==> config.mk <==
export PLATFORM = sky130hd
export DESIGN_NAME = cmaint_engine
export DESIGN_NICKNAME = d
export VERILOG_FILES = /design/src/rtl/cmaint_pkg.sv /design/src/rtl/cmaint_bank.sv /design/src/rtl/cmaint_seq.sv /design/src/rtl/cmaint_engine.sv
export SDC_FILE = /design/constraint.sdc
export NUM_CORES = 2
export LEC_CHECK = 0
export ABC_CLOCK_PERIOD_IN_PS = 11850
export BUFFER_PORTS_ARGS = -buffer_cell sky130_fd_sc_hd__buf_2
export CAP_MARGIN = 10
export CORE_ASPECT_RATIO = 1.4
export CORE_MARGIN = 2
export CORE_UTILIZATION = 65
export CTS_BUF_LIST = sky130_fd_sc_hd__clkbuf_8
export DETAILED_ROUTE_END_ITERATION = 8
export PLACE_DENSITY = 0.85
export RECOVER_POWER = 100
export SYNTH_ARGS = -nofsm -noshare
export SYNTH_HDL_FRONTEND = slang
export SYNTH_SLANG_ARGS = --single-unit
==> constraint.sdc <==
create_clock -name clk -period 11.85 [get_ports clk]
set_input_delay 1.7775 -clock clk [delete_from_list [all_inputs] [get_ports clk]]
set_output_delay 1.7775 -clock clk [all_outputs]
set_load 0.005 [all_outputs]
==> src/rtl/cmaint_pkg.sv <==
package cmaint_pkg;

  localparam logic [3:0] OP_STAT_RD  = 4'd0;
  localparam logic [3:0] OP_HASH     = 4'd1;
  localparam logic [3:0] OP_WB_ONE   = 4'd2;
  localparam logic [3:0] OP_WB_ALL   = 4'd3;
  localparam logic [3:0] OP_INV_ONE  = 4'd4;
  localparam logic [3:0] OP_INV_ALL  = 4'd5;
  localparam logic [3:0] OP_WBI_ONE  = 4'd6;
  localparam logic [3:0] OP_WBI_ALL  = 4'd7;
  localparam logic [3:0] OP_STAT_CLR = 4'd8;

  typedef enum logic [1:0] {
    ST_IDLE = 2'd0,
    ST_EXEC = 2'd1,
    ST_WALK = 2'd2
  } cm_state_e;

  function automatic logic op_sweeps(input logic [3:0] op);
    return (op == OP_WB_ALL) || (op == OP_INV_ALL) || (op == OP_WBI_ALL);
  endfunction

  function automatic logic op_writes_back(input logic [3:0] op);
    return (op == OP_WB_ONE) || (op == OP_WB_ALL) ||
           (op == OP_WBI_ONE) || (op == OP_WBI_ALL);
  endfunction

  function automatic logic op_invalidates(input logic [3:0] op);
    return (op == OP_INV_ONE) || (op == OP_INV_ALL) ||
           (op == OP_WBI_ONE) || (op == OP_WBI_ALL);
  endfunction

  function automatic logic op_reserved(input logic [3:0] op);
    return op > OP_STAT_CLR;
  endfunction

endpackage

==> src/rtl/cmaint_bank.sv <==
module cmaint_bank #(
  parameter int LINES  = 16,
  parameter int TAG_W  = 20,
  parameter int DATA_W = 32,
  parameter int STAT_W = 16,
  parameter int SET_W  = 4,
  localparam int LW    = $clog2(LINES)
) (
  input  logic              clk,
  input  logic              rst,
  input  logic              fill_en,
  input  logic [LW-1:0]     fill_line,
  input  logic [TAG_W-1:0]  fill_tag,
  input  logic [DATA_W-1:0] fill_data,
  input  logic              fill_dirty,
  input  logic [STAT_W-1:0] fill_stat,
  input  logic [TAG_W-1:0]  look_tag,
  input  logic              look_idx,
  input  logic [SET_W-1:0]  look_set,
  output logic              look_hit,
  output logic [LW-1:0]     look_line,
  input  logic [LW-1:0]     rd_line,
  output logic              rd_valid,
  output logic              rd_dirty,
  output logic [TAG_W-1:0]  rd_tag,
  output logic [DATA_W-1:0] rd_data,
  output logic [STAT_W-1:0] rd_stat,
  input  logic              upd_en,
  input  logic              upd_clr_valid,
  input  logic              upd_clr_dirty,
  input  logic              upd_clr_stat
);

  logic [LINES-1:0]  vld_q;
  logic [LINES-1:0]  dty_q;
  logic [TAG_W-1:0]  tag_q  [LINES];
  logic [DATA_W-1:0] data_q [LINES];
  logic [STAT_W-1:0] stat_q [LINES];
  logic [LINES-1:0]  match;
  logic [LW-1:0]     idx_line;

  // per-line tag comparators for the associative search
  for (genvar g = 0; g < LINES; g++) begin : g_cmp
    assign match[g] = vld_q[g] && (tag_q[g] == look_tag);
  end

  assign idx_line = LW'(look_set);

  always_comb begin
    look_hit  = 1'b0;
    look_line = '0;
    if (look_idx) begin
      look_line = idx_line;
      look_hit  = match[idx_line];
    end else begin
      // scan downward so that the lowest matching line wins
      for (int i = LINES - 1; i >= 0; i--) begin
        if (match[i]) begin
          look_hit  = 1'b1;
          look_line = LW'(i);
        end
      end
    end
  end

  assign rd_valid = vld_q[rd_line];
  assign rd_dirty = dty_q[rd_line];
  assign rd_tag   = tag_q[rd_line];
  assign rd_data  = data_q[rd_line];
  assign rd_stat  = stat_q[rd_line];

  always_ff @(posedge clk) begin
    if (rst) begin
      vld_q <= '0;
      dty_q <= '0;
    end else begin
      if (fill_en) begin
        vld_q[fill_line] <= 1'b1;
        dty_q[fill_line] <= fill_dirty;
      end
      if (upd_en) begin
        if (upd_clr_valid) vld_q[rd_line] <= 1'b0;
        if (upd_clr_dirty) dty_q[rd_line] <= 1'b0;
      end
    end
  end

  always_ff @(posedge clk) begin
    if (fill_en) begin
      tag_q[fill_line]  <= fill_tag;
      stat_q[fill_line] <= fill_stat;
    end
    if (upd_en && upd_clr_stat) stat_q[rd_line] <= '0;
  end

  // data store: single write port, no reset
  always_ff @(posedge clk) begin
    if (fill_en) data_q[fill_line] <= fill_data;
  end

endmodule

==> src/rtl/cmaint_seq.sv <==
module cmaint_seq
  import cmaint_pkg::*;
#(
  parameter int LINES  = 16,
  parameter int TAG_W  = 20,
  parameter int DATA_W = 32,
  parameter int STAT_W = 16,
  parameter int META_W = 64,
  parameter int SET_W  = 4,
  localparam int LW    = $clog2(LINES)
) (
  input  logic              clk,
  input  logic              rst,
  input  logic              cmd_valid,
  output logic              cmd_ready,
  input  logic [3:0]        cmd_op,
  input  logic              cmd_sel,
  input  logic              cmd_dst,
  input  logic              cmd_idx,
  input  logic [SET_W-1:0]  cmd_set,
  input  logic [TAG_W-1:0]  cmd_key,
  input  logic [META_W-1:0] cmd_meta,
  output logic              q_sel,
  output logic [TAG_W-1:0]  q_tag,
  output logic              q_idx,
  output logic [SET_W-1:0]  q_set,
  input  logic              look_hit,
  input  logic [LW-1:0]     look_line,
  output logic [LW-1:0]     rd_line,
  input  logic              rd_valid,
  input  logic              rd_dirty,
  input  logic [TAG_W-1:0]  rd_tag,
  input  logic [DATA_W-1:0] rd_data,
  input  logic [STAT_W-1:0] rd_stat,
  output logic              upd_en,
  output logic              upd_clr_valid,
  output logic              upd_clr_dirty,
  output logic              upd_clr_stat,
  output logic              wb_valid,
  output logic              wb_sel,
  output logic [TAG_W-1:0]  wb_tag,
  output logic [DATA_W-1:0] wb_data,
  output logic [1:0]        st_valid,
  output logic [META_W-1:0] st_meta,
  output logic [STAT_W-1:0] st_stat,
  output logic              st_miss,
  output logic              st_err
);

  cm_state_e         state_q;
  logic [LW-1:0]     ptr_q;
  logic [3:0]        op_q;
  logic              dst_q;
  logic [META_W-1:0] meta_q;

  logic              walking, executing, rsvd, single, line_ok, do_wb;
  logic              last_line, finishing;
  logic [STAT_W-1:0] hash_v, stat_v;

  assign cmd_ready = (state_q == ST_IDLE);

  always_comb begin
    walking   = (state_q == ST_WALK);
    executing = (state_q == ST_EXEC);
    rsvd      = op_reserved(op_q);
    single    = executing && !rsvd && (op_q != OP_HASH);
    rd_line   = walking ? ptr_q : look_line;
    line_ok   = walking ? rd_valid : look_hit;
    do_wb     = (walking || single) && line_ok && rd_dirty && op_writes_back(op_q);

    upd_en        = (walking || single) && line_ok;
    upd_clr_valid = op_invalidates(op_q);
    upd_clr_dirty = op_writes_back(op_q);
    upd_clr_stat  = single && (op_q == OP_STAT_CLR);

    last_line = (ptr_q == LW'(LINES - 1));
    finishing = executing || (walking && last_line);

    hash_v = STAT_W'(q_tag) ^ STAT_W'(q_tag >> STAT_W);
    if (executing && (op_q == OP_HASH)) stat_v = hash_v;
    else if (single && look_hit)        stat_v = rd_stat;
    else                                stat_v = '0;
  end

  always_ff @(posedge clk) begin
    if (rst) begin
      state_q  <= ST_IDLE;
      ptr_q    <= '0;
      wb_valid <= 1'b0;
      st_valid <= 2'b00;
    end else begin
      wb_valid <= do_wb;
      st_valid <= finishing ? (dst_q ? 2'b10 : 2'b01) : 2'b00;
      unique case (state_q)
        ST_IDLE: if (cmd_valid) begin
          state_q <= op_sweeps(cmd_op) ? ST_WALK : ST_EXEC;
          ptr_q   <= '0;
        end
        ST_EXEC: state_q <= ST_IDLE;
        ST_WALK: begin
          ptr_q <= ptr_q + 1'b1;
          if (last_line) state_q <= ST_IDLE;
        end
        default: state_q <= ST_IDLE;
      endcase
    end
  end

  // command and result payload registers, no reset needed
  always_ff @(posedge clk) begin
    if (cmd_valid && cmd_ready) begin
      op_q   <= cmd_op;
      q_sel  <= cmd_sel;
      dst_q  <= cmd_dst;
      q_idx  <= cmd_idx;
      q_set  <= cmd_set;
      q_tag  <= cmd_key;
      meta_q <= cmd_meta;
    end
    if (do_wb) begin
      wb_sel  <= q_sel;
      wb_tag  <= rd_tag;
      wb_data <= rd_data;
    end
    if (finishing) begin
      st_meta <= meta_q;
      st_stat <= stat_v;
      st_miss <= single && !look_hit;
      st_err  <= executing && rsvd;
    end
  end

endmodule

==> src/rtl/cmaint_engine.sv <==
module cmaint_engine #(
  parameter int LINES  = 16,
  parameter int TAG_W  = 20,
  parameter int DATA_W = 32,
  parameter int STAT_W = 16,
  parameter int META_W = 64,
  parameter int SET_W  = 4,
  localparam int LW    = $clog2(LINES)
) (
  input  logic              clk,
  input  logic              rst,
  input  logic              cmd_valid,
  output logic              cmd_ready,
  input  logic [3:0]        cmd_op,
  input  logic              cmd_sel,
  input  logic              cmd_dst,
  input  logic              cmd_idx,
  input  logic [SET_W-1:0]  cmd_set,
  input  logic [TAG_W-1:0]  cmd_key,
  input  logic [META_W-1:0] cmd_meta,
  input  logic              fill_en,
  input  logic              fill_sel,
  input  logic [LW-1:0]     fill_line,
  input  logic [TAG_W-1:0]  fill_tag,
  input  logic [DATA_W-1:0] fill_data,
  input  logic              fill_dirty,
  input  logic [STAT_W-1:0] fill_stat,
  output logic              wb_valid,
  output logic              wb_sel,
  output logic [TAG_W-1:0]  wb_tag,
  output logic [DATA_W-1:0] wb_data,
  output logic [1:0]        st_valid,
  output logic [META_W-1:0] st_meta,
  output logic [STAT_W-1:0] st_stat,
  output logic              st_miss,
  output logic              st_err
);

  localparam int NBANK = 2;

  logic              q_sel, q_idx;
  logic [TAG_W-1:0]  q_tag;
  logic [SET_W-1:0]  q_set;
  logic [LW-1:0]     rd_line;
  logic              upd_en, upd_clr_valid, upd_clr_dirty, upd_clr_stat;

  logic              bk_hit   [NBANK];
  logic [LW-1:0]     bk_line  [NBANK];
  logic              bk_valid [NBANK];
  logic              bk_dirty [NBANK];
  logic [TAG_W-1:0]  bk_tag   [NBANK];
  logic [DATA_W-1:0] bk_data  [NBANK];
  logic [STAT_W-1:0] bk_stat  [NBANK];

  for (genvar b = 0; b < NBANK; b++) begin : g_bank
    cmaint_bank #(
      .LINES(LINES), .TAG_W(TAG_W), .DATA_W(DATA_W),
      .STAT_W(STAT_W), .SET_W(SET_W)
    ) u_bank (
      .clk           (clk),
      .rst           (rst),
      .fill_en       (fill_en && (fill_sel == 1'(b))),
      .fill_line     (fill_line),
      .fill_tag      (fill_tag),
      .fill_data     (fill_data),
      .fill_dirty    (fill_dirty),
      .fill_stat     (fill_stat),
      .look_tag      (q_tag),
      .look_idx      (q_idx),
      .look_set      (q_set),
      .look_hit      (bk_hit[b]),
      .look_line     (bk_line[b]),
      .rd_line       (rd_line),
      .rd_valid      (bk_valid[b]),
      .rd_dirty      (bk_dirty[b]),
      .rd_tag        (bk_tag[b]),
      .rd_data       (bk_data[b]),
      .rd_stat       (bk_stat[b]),
      .upd_en        (upd_en && (q_sel == 1'(b))),
      .upd_clr_valid (upd_clr_valid),
      .upd_clr_dirty (upd_clr_dirty),
      .upd_clr_stat  (upd_clr_stat)
    );
  end

  cmaint_seq #(
    .LINES(LINES), .TAG_W(TAG_W), .DATA_W(DATA_W),
    .STAT_W(STAT_W), .META_W(META_W), .SET_W(SET_W)
  ) u_seq (
    .clk           (clk),
    .rst           (rst),
    .cmd_valid     (cmd_valid),
    .cmd_ready     (cmd_ready),
    .cmd_op        (cmd_op),
    .cmd_sel       (cmd_sel),
    .cmd_dst       (cmd_dst),
    .cmd_idx       (cmd_idx),
    .cmd_set       (cmd_set),
    .cmd_key       (cmd_key),
    .cmd_meta      (cmd_meta),
    .q_sel         (q_sel),
    .q_tag         (q_tag),
    .q_idx         (q_idx),
    .q_set         (q_set),
    .look_hit      (bk_hit[q_sel]),
    .look_line     (bk_line[q_sel]),
    .rd_line       (rd_line),
    .rd_valid      (bk_valid[q_sel]),
    .rd_dirty      (bk_dirty[q_sel]),
    .rd_tag        (bk_tag[q_sel]),
    .rd_data       (bk_data[q_sel]),
    .rd_stat       (bk_stat[q_sel]),
    .upd_en        (upd_en),
    .upd_clr_valid (upd_clr_valid),
    .upd_clr_dirty (upd_clr_dirty),
    .upd_clr_stat  (upd_clr_stat),
    .wb_valid      (wb_valid),
    .wb_sel        (wb_sel),
    .wb_tag        (wb_tag),
    .wb_data       (wb_data),
    .st_valid      (st_valid),
    .st_meta       (st_meta),
    .st_stat       (st_stat),
    .st_miss       (st_miss),
    .st_err        (st_err)
  );

endmodule

==> summary.txt <==
Worst hold path
  • Path class of the lowest-slack min-delay path: reg2reg
  • Worst hold stages: 0
  • Worst Hold Endpoint: u_seq.st_meta[28]
  • Worst Min Path Start: u_seq.meta_q[28]

Run status
  • Failing checks: capacitance limit, slew limit
  • Outcome: finished, violations left

Synthesis
  • Count of warnings emitted by yosys: 0
  • Number of standard cells after synthesis: 8623
  • Share of synthesized flip-flops with an asynchronous set or reset: 0
  • Post-synthesis cell type count: 75
  • Mean instance size in the synthesized netlist: 12.80 µm²
  • Syn nets: 8797
  • Number of flops mapped to enable cells by yosys: ~1900
  • Yosys reg bits: 2479
  • Proportion of synthesized chip area in sequential cells: 0.6215
  • Netlist area before placement: 0.1104 mm²
  • Top FF cell, synth: edfxtp_1

Clocking
  • Clk_lat worst skew: 1130 ps
  • Number of buffers on the longest clock path: 4
  • TritonCTS clock tree: done
  • Total clock sinks: between 2000 and 2500
  • Clock transition at the registers of the reported paths: roughly 70 ps
  • Post-CTS Hold Fix Bufs: 0
  • Cts repair resizes: 0
  • Clock buffers created by TritonCTS: about 370
  • Post CTS Setup Buffer Count: 0
  • Root Buffer: clkbuf_8
  • Clock H-tree levels: 5

Worst setup path
  • Capture instance of the worst register-to-register path: u_seq.wb_tag[5]
  • Reg2Reg Depth: 17
  • Critical Path Source Type: flip-flop
  • Max Fanout on Critical Path: 46
  • Reg-to-reg startpoint: u_seq.q_tag[5]
  • Required time of the critical path: 12550 ps
  • Worst setup path class: reg2reg
  • Register-to-register setup slack: between 1000 and 1500 ps
  • Arrival time worst endpoint: 11080 ps
  • Category of the worst setup path capture point: flip-flop

Timing
  • Fin Setup TNS: 0 ps
  • Headroom to the max-slew limit: -2.291
  • Worst clock skew: 95.19 ps
  • Setup repair after global routing missed its margin: false
  • Worst-Margin Slew: just under 5000 ps
  • Final Hold Viols: 0
  • Final max-slew violation count: 3534
  • Top achievable clock speed: 96.36 MHz
  • Period utilisation layout: 0.8758
  • Minimum clock period after layout: 10380 ps
  • Hold slack: between 300 and 400 ps
  • Final number of setup-violating endpoints: 0

Global route
  • Final global-route overflow total: 0
  • First-pass GRT wire length: 498200 µm
  • Vias in the first global route: 75667
  • Total routing resource utilization after global routing: 0.3944
  • Fraction of met2 tracks used by global routing: 0.6185
  • Maximum number of pins on one net before global-route repair: 252
  • Met3 usage in global routing: 0.1004
  • Busiest metal layer after global routing: met2
  • Met1 usage in global routing: 0.4575
  • Antenna violations before repair: 28

Placement
  • HPWL after detailed placement: 211400 µm
  • Final estimated routing congestion in global placement: 1.096
  • # port buffers: 311

Die
  • Boundary pin count: roughly 310
  • Die outline area: 0.1731 mm²
  • Chip Height: 491.5 µm
  • Initial core utilization: 0.6554
  • Core region area: 0.1684 mm²
  • Row count: 178
  • Width of the die: 352.2 µm

Layout
  • Share of the core filled with cells in the final layout: 0.7126
  • Total area of multi-input combinational cells: 0.03902 mm²
  • Post-layout net count: ~9100
  • Sequential cell area: between 0.06 and 0.07 mm²
  • Layout Area Growth over Synthesis: 8.723%
  • Fillcell total: 11233
  • Share of layout cells above drive strength 1: 0.1517

Routing
  • Remaining antenna violation count after routing: 0
  • # DRC: 0
  • Vias per inst: 6.709
  • Iter 0 DRT Violations: ~11000
  • Routed via count: 76647
  • Final WL: approximately 350000 µm
  • Wire per inst: 30.56 µm
  • DRT Pass-1 Iters: 8

Power and ir drop
  • IR Drop Worst-Case VDD: between 0.00015 and 0.0002 V
  • Power density over the cells: 160.3 mW/mm²
  • Cell leakage power: 40.47 nW
  • Total power draw: around 19 mW

Flow run
  • Max-capacitance violation count: between 90 and 100
flip-flops by register name (all words and copies together) (netlist names), 16 cells and up:
register,count
g_bank.u_bank.data_q,1024
g_bank.u_bank.dty_q,32
g_bank.u_bank.stat_q,512
g_bank.u_bank.tag_q,640
g_bank.u_bank.vld_q,32
u_seq.meta_q,64
u_seq.q_tag,20
u_seq.st_meta,64
u_seq.st_stat,16
u_seq.wb_data,32
u_seq.wb_tag,20
cell usage in the layout, fill, tap and decap left out, types with 181 or more instances in the layout:
master	count
nor2_1	713
nand4_1	181
mux2i_1	925
dfxtp_1	585
clkbuf_8	402
xnor2_1	477
clkbuf_1	234
a211oi_1	312
edfxtp_1	1894
nand2_1	819
mux2_2	530
a21oi_1	612
cell families (layout without fill, tap and decap cells):
| kind of cell | Yosys count | after routing | share of synthesized area |
|---|---|---|---|
| flip-flops | 2479 | 2479 | 0.6215 |
| AND/OR/NAND/NOR | 2104 | 2104 | 0.08529 |
| multiplexers | 1484 | 1484 | 0.1438 |
| AO/OA/AOI/OAI | 1280 | 1280 | 0.07195 |
| XOR/XNOR | 647 | 647 | 0.05135 |
| buffers and inverters | 628 | 1163 | 0.02602 |
| adder cells (fa/ha/maj) | 1 | 1 | 0.0001134 |
| other | 0 | 16 | 0 |
per-stage QoR:
stage | setup WS [ps] | area, µm² | cells
6_report | 1472 | 120000 | 11424
5_1_grt | 1480 | 120000 | 11416
4_1_cts | 3500 | 120600 | 11406
3_5_place_dp | 3618 | 113700 | 10761
3_3_place_gp | 3819 | 113700 | 10760
2_1_floorplan | 3292 | 110400 | 8623
critical path, cell delays in order, from the launching register on:
cell and delay, ps:
edfxtp_1 810, clkbuf_1 880, clkbuf_1 1150, xnor2_1 240
nand4_1 130, nor4_1 350, nand4_1 490, nand2_1 350
a2111oi_2 120, o41ai_4 720, nand2_1 1340, mux2_1 820
a222oi_1 520, a41oi_4 160, buf_4 300, o32ai_1 310
buf_4 560, buf_4 570
synthesized netlist by cell type, types with 170 or more instances:
master    number  share of area
clkbuf_1     297          0.010
xor2_1       170          0.013
nor2_1       719          0.024
a21oi_1      613          0.028
mux2_2       530          0.054
a211oi_1     312          0.021
mux2i_1      925          0.084
nand2_1      819          0.028
xnor2_1      477          0.038
dfxtp_1      585           0.11
edfxtp_1    1894           0.52
nand4_1      181          0.010
report_power, final:
part           internal (mW)  switching (mW)  total [mW]
Clock                   3.46            3.29        6.75
Combinational          0.911            1.50        2.41
Sequential              9.84           0.230        10.1
Total                   14.2            5.02        19.2
cell type report:
class                      count  area share
sequential                  2479      0.5716
multi-input combinational   5516      0.3252
clock buffer                 402     0.04611
tap                         2250     0.02346
timing repair buffer         477     0.01984
clock inverter               243     0.01192
inverter                      41    0.001491
antenna                       16   0.0003337
worst max path at each step:
stage	startpoint	endpoint	slack (ps)	depth (start not counted)
detailed placement	u_seq.q_tag[0]	u_seq.wb_tag[18]	3620	17
finish	u_seq.q_tag[5]	u_seq.wb_tag[5]	1470	17
global route	u_seq.q_tag[5]	u_seq.st_stat[13]	1480	17
global placement	u_seq.q_tag[0]	u_seq.wb_tag[1]	3820	17
CTS	u_seq.q_tag[0]	u_seq.wb_tag[10]	3500	17
floorplan	u_seq.q_tag[1]	u_seq.wb_data[0]	3290	14
per-layer routing:
metal,wire [µm],up-vias,part of all wire
met4,34730,22,0.099
met1,114100,37101,0.33
met2,159300,5549,0.46
met3,40670,1584,0.12
met5,235,-,0.00067
li1,-,32391,-
No activity file was read; power rests on OpenSTA's default activity.
